===== config.mk =====
export PLATFORM = sky130hd
export DESIGN_NAME = crc32_regbank
export DESIGN_NICKNAME = d
export VERILOG_FILES = /design/src/rtl/crc32_pkg.sv /design/src/rtl/crc32_inflip.sv /design/src/rtl/crc32_engine.sv /design/src/rtl/crc32_regbank.sv
export SDC_FILE = /design/constraint.sdc
export NUM_CORES = 1
export LEC_CHECK = 0
export ABC_CLOCK_PERIOD_IN_PS = 3970
export CAP_MARGIN = 10
export CORE_UTILIZATION = 60
export CTS_CLUSTER_SIZE = 14
export DETAILED_ROUTE_END_ITERATION = 10
export PLACE_DENSITY = 0.82
export SLEW_MARGIN = 20
export SYNTH_ARGS = -nofsm -noshare
export SYNTH_HDL_FRONTEND = slang
export SYNTH_SLANG_ARGS = --single-unit

===== constraint.sdc =====
create_clock -name clk -period 3.97 [get_ports clk]
set_input_delay 0.9925 -clock clk [delete_from_list [all_inputs] [get_ports clk]]
set_output_delay 0.9925 -clock clk [all_outputs]
set_load 0.01 [all_outputs]

===== src/rtl/crc32_pkg.sv =====
package crc32_pkg;

    localparam int unsigned WORD_W  = 32;
    localparam int unsigned ADDR_W  = 5;
    localparam int unsigned BE_W    = WORD_W / 8;
    localparam int unsigned CNT_W   = $clog2(BE_W + 1);

    localparam logic [WORD_W-1:0] GEN_POLY  = 32'h04C11DB7;
    localparam logic [WORD_W-1:0] SEED_INIT = 32'hFFFFFFFF;

    localparam logic [ADDR_W-1:0] OFS_SUM     = 5'h00;
    localparam logic [ADDR_W-1:0] OFS_SCRATCH = 5'h04;
    localparam logic [ADDR_W-1:0] OFS_CTRL    = 5'h08;
    localparam logic [ADDR_W-1:0] OFS_SEED    = 5'h10;

    typedef enum logic [1:0] {
        FLIP_NONE = 2'd0,
        FLIP_BYTE = 2'd1,
        FLIP_HALF = 2'd2,
        FLIP_WORD = 2'd3
    } flip_mode_e;

    typedef struct packed {
        logic       out_flip;
        flip_mode_e in_flip;
    } ctrl_t;

    typedef struct packed {
        logic [WORD_W-1:0] data;
        logic [CNT_W-1:0]  nbytes;
    } feed_t;

    function automatic logic [WORD_W-1:0] crc_step8(input logic [WORD_W-1:0] c,
                                                    input logic [7:0] d);
        logic [WORD_W-1:0] r;
        logic fb;
        r = c;
        for (int i = 7; i >= 0; i--) begin
            fb = r[WORD_W-1] ^ d[i];
            r  = {r[WORD_W-2:0], 1'b0};
            if (fb) r = r ^ GEN_POLY;
        end
        return r;
    endfunction

    function automatic logic [WORD_W-1:0] flip_word(input logic [WORD_W-1:0] v);
        logic [WORD_W-1:0] r;
        for (int i = 0; i < int'(WORD_W); i++) r[i] = v[WORD_W-1-i];
        return r;
    endfunction

    function automatic logic [CNT_W-1:0] strobe_width(input logic [BE_W-1:0] be);
        case (be)
            4'b0001: return CNT_W'(1);
            4'b0011: return CNT_W'(2);
            4'b1111: return CNT_W'(4);
            default: return CNT_W'(0);
        endcase
    endfunction

endpackage


===== src/rtl/crc32_inflip.sv =====
module crc32_inflip
    import crc32_pkg::*;
(
    input  logic [WORD_W-1:0] data_i,
    input  logic [CNT_W-1:0]  nbytes_i,
    input  flip_mode_e        mode_i,
    output logic [WORD_W-1:0] data_o
);
    localparam int unsigned HALVES = WORD_W / 16;

    logic [WORD_W-1:0] masked;
    logic [WORD_W-1:0] by8;
    logic [WORD_W-1:0] by16;
    logic [WORD_W-1:0] by32;

    always_comb begin
        case (nbytes_i)
            CNT_W'(1): masked = {24'h0, data_i[7:0]};
            CNT_W'(2): masked = {16'h0, data_i[15:0]};
            default:   masked = data_i;
        endcase
    end

    for (genvar b = 0; b < BE_W; b++) begin : g_byte
        for (genvar k = 0; k < 8; k++) begin : g_bit
            assign by8[b*8+k] = masked[b*8+7-k];
        end
    end

    for (genvar h = 0; h < HALVES; h++) begin : g_half
        for (genvar k = 0; k < 16; k++) begin : g_bit
            assign by16[h*16+k] = masked[h*16+15-k];
        end
    end

    assign by32 = flip_word(masked);

    always_comb begin
        case (mode_i)
            FLIP_BYTE: data_o = by8;
            FLIP_HALF: data_o = (nbytes_i == CNT_W'(1)) ? by8 : by16;
            FLIP_WORD: begin
                if (nbytes_i == CNT_W'(1))      data_o = by8;
                else if (nbytes_i == CNT_W'(2)) data_o = by16;
                else                            data_o = by32;
            end
            default:   data_o = masked;
        endcase
    end
endmodule


===== src/rtl/crc32_engine.sv =====
module crc32_engine
    import crc32_pkg::*;
#(
    parameter logic [WORD_W-1:0] RESET_SUM = SEED_INIT
) (
    input  logic              clk,
    input  logic              rst,
    input  logic              feed_valid,
    input  feed_t             feed,
    output logic              feed_ready,
    input  logic              load_en,
    input  logic [WORD_W-1:0] load_val,
    output logic [WORD_W-1:0] sum,
    output logic [CNT_W-1:0]  left,
    output logic              hold_full
);
    logic [WORD_W-1:0] sum_q;
    logic [WORD_W-1:0] shift_q;
    logic [CNT_W-1:0]  left_q;
    feed_t             hold_q;
    logic              hold_full_q;
    logic              last_byte;
    logic [WORD_W-1:0] stepped;

    function automatic logic [WORD_W-1:0] top_align(input feed_t f);
        case (f.nbytes)
            CNT_W'(1): return {f.data[7:0], 24'h0};
            CNT_W'(2): return {f.data[15:0], 16'h0};
            default:   return f.data;
        endcase
    endfunction

    assign last_byte  = (left_q == CNT_W'(1));
    assign feed_ready = !hold_full_q || last_byte;
    assign stepped    = crc_step8(sum_q, shift_q[WORD_W-1 -: 8]);

    always_ff @(posedge clk) begin
        if (rst) begin
            sum_q       <= RESET_SUM;
            shift_q     <= '0;
            left_q      <= '0;
            hold_q      <= '0;
            hold_full_q <= 1'b0;
        end else if (load_en) begin
            sum_q <= load_val;
        end else if (left_q > CNT_W'(1)) begin
            sum_q   <= stepped;
            shift_q <= shift_q << 8;
            left_q  <= left_q - CNT_W'(1);
            if (feed_valid) begin
                hold_q      <= feed;
                hold_full_q <= 1'b1;
            end
        end else begin
            if (last_byte) sum_q <= stepped;
            if (hold_full_q) begin
                shift_q     <= top_align(hold_q);
                left_q      <= hold_q.nbytes;
                hold_q      <= feed;
                hold_full_q <= feed_valid;
            end else if (feed_valid) begin
                shift_q <= top_align(feed);
                left_q  <= feed.nbytes;
            end else begin
                left_q <= '0;
            end
        end
    end

    assign sum       = sum_q;
    assign left      = left_q;
    assign hold_full = hold_full_q;
endmodule


===== src/rtl/crc32_regbank.sv =====
module crc32_regbank
    import crc32_pkg::*;
#(
    parameter logic [WORD_W-1:0] RESET_SEED = SEED_INIT
) (
    input  logic              clk,
    input  logic              rst,
    input  logic              bus_valid,
    input  logic              bus_we,
    input  logic [ADDR_W-1:0] bus_addr,
    input  logic [BE_W-1:0]   bus_be,
    input  logic [WORD_W-1:0] bus_wdata,
    output logic [WORD_W-1:0] bus_rdata,
    output logic              bus_ready
);
    logic [WORD_W-1:0] seed_q;
    logic [7:0]        scratch_q;
    ctrl_t             ctrl_q;

    logic [WORD_W-1:0] crc_q;
    logic [CNT_W-1:0]  eng_cnt;
    logic              buf_full;
    logic              feed_ready;

    logic sel_sum, sel_scratch, sel_ctrl, sel_seed;
    logic rd_req, wr_req, full_be, fire, idle;
    logic [CNT_W-1:0]  width;
    logic [WORD_W-1:0] flipped;
    logic              feed_valid;
    feed_t             feed;
    logic              load_en;
    logic [WORD_W-1:0] load_val;

    assign sel_sum     = (bus_addr == OFS_SUM);
    assign sel_scratch = (bus_addr == OFS_SCRATCH);
    assign sel_ctrl    = (bus_addr == OFS_CTRL);
    assign sel_seed    = (bus_addr == OFS_SEED);
    assign rd_req      = bus_valid && !bus_we;
    assign wr_req      = bus_valid && bus_we;
    assign full_be     = (bus_be == {BE_W{1'b1}});
    assign width       = strobe_width(bus_be);
    assign idle        = (eng_cnt == '0) && !buf_full;

    always_comb begin
        bus_ready = 1'b1;
        if (sel_sum) begin
            if (wr_req && width != '0) bus_ready = feed_ready;
            if (rd_req)                bus_ready = idle;
        end
        if ((sel_ctrl || sel_seed) && wr_req && full_be) bus_ready = idle;
    end

    assign fire = bus_valid && bus_ready;

    crc32_inflip u_inflip (
        .data_i   (bus_wdata),
        .nbytes_i (width),
        .mode_i   (ctrl_q.in_flip),
        .data_o   (flipped)
    );

    assign feed_valid  = fire && bus_we && sel_sum && (width != '0);
    assign feed.data   = flipped;
    assign feed.nbytes = width;

    assign load_en  = fire && bus_we && full_be &&
                      ((sel_ctrl && bus_wdata[0]) || sel_seed);
    assign load_val = sel_seed ? bus_wdata : seed_q;

    crc32_engine #(
        .RESET_SUM (RESET_SEED)
    ) u_engine (
        .clk        (clk),
        .rst        (rst),
        .feed_valid (feed_valid),
        .feed       (feed),
        .feed_ready (feed_ready),
        .load_en    (load_en),
        .load_val   (load_val),
        .sum        (crc_q),
        .left       (eng_cnt),
        .hold_full  (buf_full)
    );

    always_ff @(posedge clk) begin
        if (rst) begin
            seed_q    <= RESET_SEED;
            scratch_q <= '0;
            ctrl_q    <= '0;
        end else if (fire && bus_we && full_be) begin
            if (sel_seed)    seed_q    <= bus_wdata;
            if (sel_scratch) scratch_q <= bus_wdata[7:0];
            if (sel_ctrl) begin
                ctrl_q.out_flip <= bus_wdata[7];
                ctrl_q.in_flip  <= flip_mode_e'(bus_wdata[6:5]);
            end
        end
    end

    always_comb begin
        bus_rdata = '0;
        if (rd_req && bus_ready) begin
            if (sel_sum)     bus_rdata = ctrl_q.out_flip ? flip_word(crc_q) : crc_q;
            if (sel_scratch) bus_rdata = {24'h0, scratch_q};
            if (sel_ctrl)    bus_rdata = {24'h0, ctrl_q.out_flip, ctrl_q.in_flip, 5'b0};
            if (sel_seed)    bus_rdata = seed_q;
        end
    end
endmodule


==> metrics.txt, run 1 <==
outcome=complete, no violations; Mapped Nets=roughly 1400; max_cap viols=0; Cells after Synth=roughly 1300; Buffers on Ports=77; first-pass GRT wire length=roughly 55000 um; Max Slew Vio Count=0; main area contributors after synthesis=dfxtp_1 30%, nand2_1 8.7%, a21oi_1 5.9%; Clk Latency, worst-skew pair=around 0.44 ns; post-synthesis adder-cell area fraction=0.00379; setup TNS=0 ns; synth warn=0; Max transition margin=0.341; DR vias=between 10000 and 15000; Final Cycle Share=0.957; GRT Residual Overflow=0; Inserted Clock Buffers=17; M1 GR Usage=0.532; met3 GRT Util=0.125; startpoint types=input pin; row count=46; via/cell ratio=roughly 6.8; most used cell, CP=clkdlybuf4s50_1; critical path cell sequence=clkdlybuf4s50_1, or3b_1, nand2_1, a31oi_1, o32ai_1, nand3_1, clkdlybuf4s50_1; area grow syn2layout=19.4%; Post-synth EDFFs=0; Die Ht=between 100 and 150 um; share of cells above drive strength 1=0.123; Final setup viols=0; WHS=approximately 0.45 ns; Yosys top cell area share=0.295; Hold Path Sink=u_engine.shift_q[18]; mux share of post-synthesis cell area=0.0788; CTS max path bufs=2; Worst Hold Class=reg -> reg; WL/cell=~22 um; DRC Markers=0; worst-path fanout max=2; Yosys reg bits=146; Crit Reg-Reg Startpoint=u_engine.left[0]; Avg Inst Size Synth=~7.6 um^2; critical path's top delay family=buffers and inverters; critical path endpoint category=primary output; Commonest cells post-synth=230 x nand2_1, 146 x dfxtp_1, 143 x nor2_1; Post-synth top flop=dfxtp_1; Final Power=between 7 and 8 mW; met2 Use GR=0.654; Die X=between 100 and 150 um; Util after Layout=0.739; RD Place Congestion=a little under 1; Worst-path clk slew=around 0.06 ns; vias in the first global route=9872; total core area=around 16000 um^2; Iter 0 DRT Violations=approximately 1500; simple-gate share of the synthesized area=0.262; First-pass DRT Iterations=6; most common cell in the netlist=nand2_1; Slew @ Worst Pin=about 0.98 ns; Synth Area in Compound Gates=0.231; busiest layer in global routing=met2; hold path depth=2; CP arrival=~2.8 ns; crit path time final=3.80 ns; CTS Sinks=between 100 and 150; Routed WL=approximately 35000 um; Final Skew=slightly above 0.01 ns; Antenna Cells=0; CP max stage cell=clkdlybuf4s50_1; initial antenna violation count=1; largest family of logic cells by synthesized area=simple AND/OR/NAND/NOR gates; peak supply drop=0.568 mV; hold_sp=u_engine.shift_q[18]; reg-to-reg endpoint=u_engine.sum[18]; fmax=~260 MHz; die area=~17000 um^2; reg2reg setup slack=roughly 1.2 ns; Final Hold Vio Count=0; number of unique standard cell types used by synthesis=between 70 and 80; Worst EP required=2.98 ns; largest stage delay on the critical path=around 0.5 ns; Lkg Pwr=4.69 nW; PwrDens=approximately 680 nW/um^2; # nets final=around 1400; sequential element share of the synthesized area=0.295; H-tree levels=4; Hold-fix buffers, CTS=0; Final ANT Viol Nets=0; CTS tree=built; clk root buf=clkbuf_16; largest net degree at the start of global routing=63; CP bufs+invs=2; RSZ-0062 raised after global routing=false; post-synthesis xor/xnor area fraction=0.0795; post-DP HPWL=between 20000 and 25000 um; io pins=between 70 and 80; Starting Density=0.619; r2r worst-path depth=7; Async S/R FF share, synth=0; Crit Path Class=in -> out; post-synth design cell area=just under 10000 um^2; gr usage total=0.426; cell accounting for the most synthesized area=dfxtp_1
worst max-delay path by stage:
stage | to | from | cells past startpoint
after floorplan | bus_rdata[7] | bus_addr[1] | 6
after global placement | bus_rdata[30] | bus_addr[1] | 8
after detailed placement | bus_rdata[24] | bus_addr[1] | 8
after CTS | bus_rdata[5] | bus_addr[2] | 8
after global routing | bus_rdata[20] | ctrl_q[2] | 6
final | bus_ready | bus_be[0] | 7
worst min-delay path: cells and delay by family (launching register included):
kind | cells | cell delay, ns
flip-flops | 1 | 0.31
AND/OR/NAND/NOR | 1 | 0.05
AO/OA/AOI/OAI | 1 | 0.05
sequential cells by signal (all words and copies together) (netlist names):
name and cells:
ctrl_q 3, seed_q 32, u_engine.left 3, u_engine.sum 32
u_engine.shift_q 32, u_engine.hold_full 1, u_engine.hold_q 35, scratch_q 8
power breakdown:
part	switching [mW]	leakage, nW	internal (mW)
logic	2.40	3.21	1.99
registers	0.284	1.19	1.71
clock network	0.730	0.286	0.881
kinds of logic after synthesis:
family                     after synthesis
and+or+nand+nor                        563
AOI/OAI and AO/OA                      340
DFF                                    146
buffers and inverters                  126
xor gates and xnor gates                72
muxes                                   58
adders and majority gates                3
through the flow:
stage	instances	instance area [um^2]	setup slack (ns)
finish	1597	11800	0.171
global route	1597	11800	0.0748
CTS	1591	11700	0.00137
detailed placement	1552	11100	-0.275
global placement	1552	11100	-0.167
floorplan	1308	9900	0.400
layout make-up:
type,instances,area [um^2]
Multi-Input combinational cell,1036,6570
Fill cell,1225,4170
Sequential cell,146,2930
Timing Repair Buffer,155,1440
Clock buffer,17,425
Tap cell,216,270
Clock inverter,15,150
Inverter,12,45.0
cell usage in the layout, fill, tap and decap left out, drive strengths merged, types with 14 or more instances in the layout:
cell,count
a211o,14
a211oi,17
a21o,22
a21oi,116
a221oi,16
a311oi,17
buf,79
clkbuf,17
clkdlybuf4s50,39
dfxtp,146
dlygate4sd2,29
inv,18
mux2i,42
mux4,16
nand2,230
nand3,60
nand3b,37
nor2,143
nor3,30
o211ai,31
o21ai,32
o22ai,18
xnor2,52
xor2,16
layer usage:
| layer | vias up | part of all wire |
|---|---|---|
| met5 | - | 0 |
| met4 | 0 | 0.062 |
| met3 | 188 | 0.13 |
| met2 | 809 | 0.44 |
| met1 | 5014 | 0.37 |
| li1 | 4796 | - |
what timing repair did:
item                                    in CTS  in global routing
resized for setup                           50                  9
endpoints found under the setup margin      33                 16
setup buffers                                6                  6
pin swaps                                    3                  6
gates cloned                                 1                  0
Power figures use the tool's default switching activity.
==> run 2: changes to the inputs <==
--- a/config.mk
+++ b/config.mk
@@ -11,7 +11,6 @@
 export CTS_CLUSTER_SIZE = 14
 export DETAILED_ROUTE_END_ITERATION = 10
 export PLACE_DENSITY = 0.82
-export SLEW_MARGIN = 20
 export SYNTH_ARGS = -nofsm -noshare
 export SYNTH_HDL_FRONTEND = slang
 export SYNTH_SLANG_ARGS = --single-unit
==> results of run 2 <==
The final DEF is identical to that of run 1; final timing and power are the same.
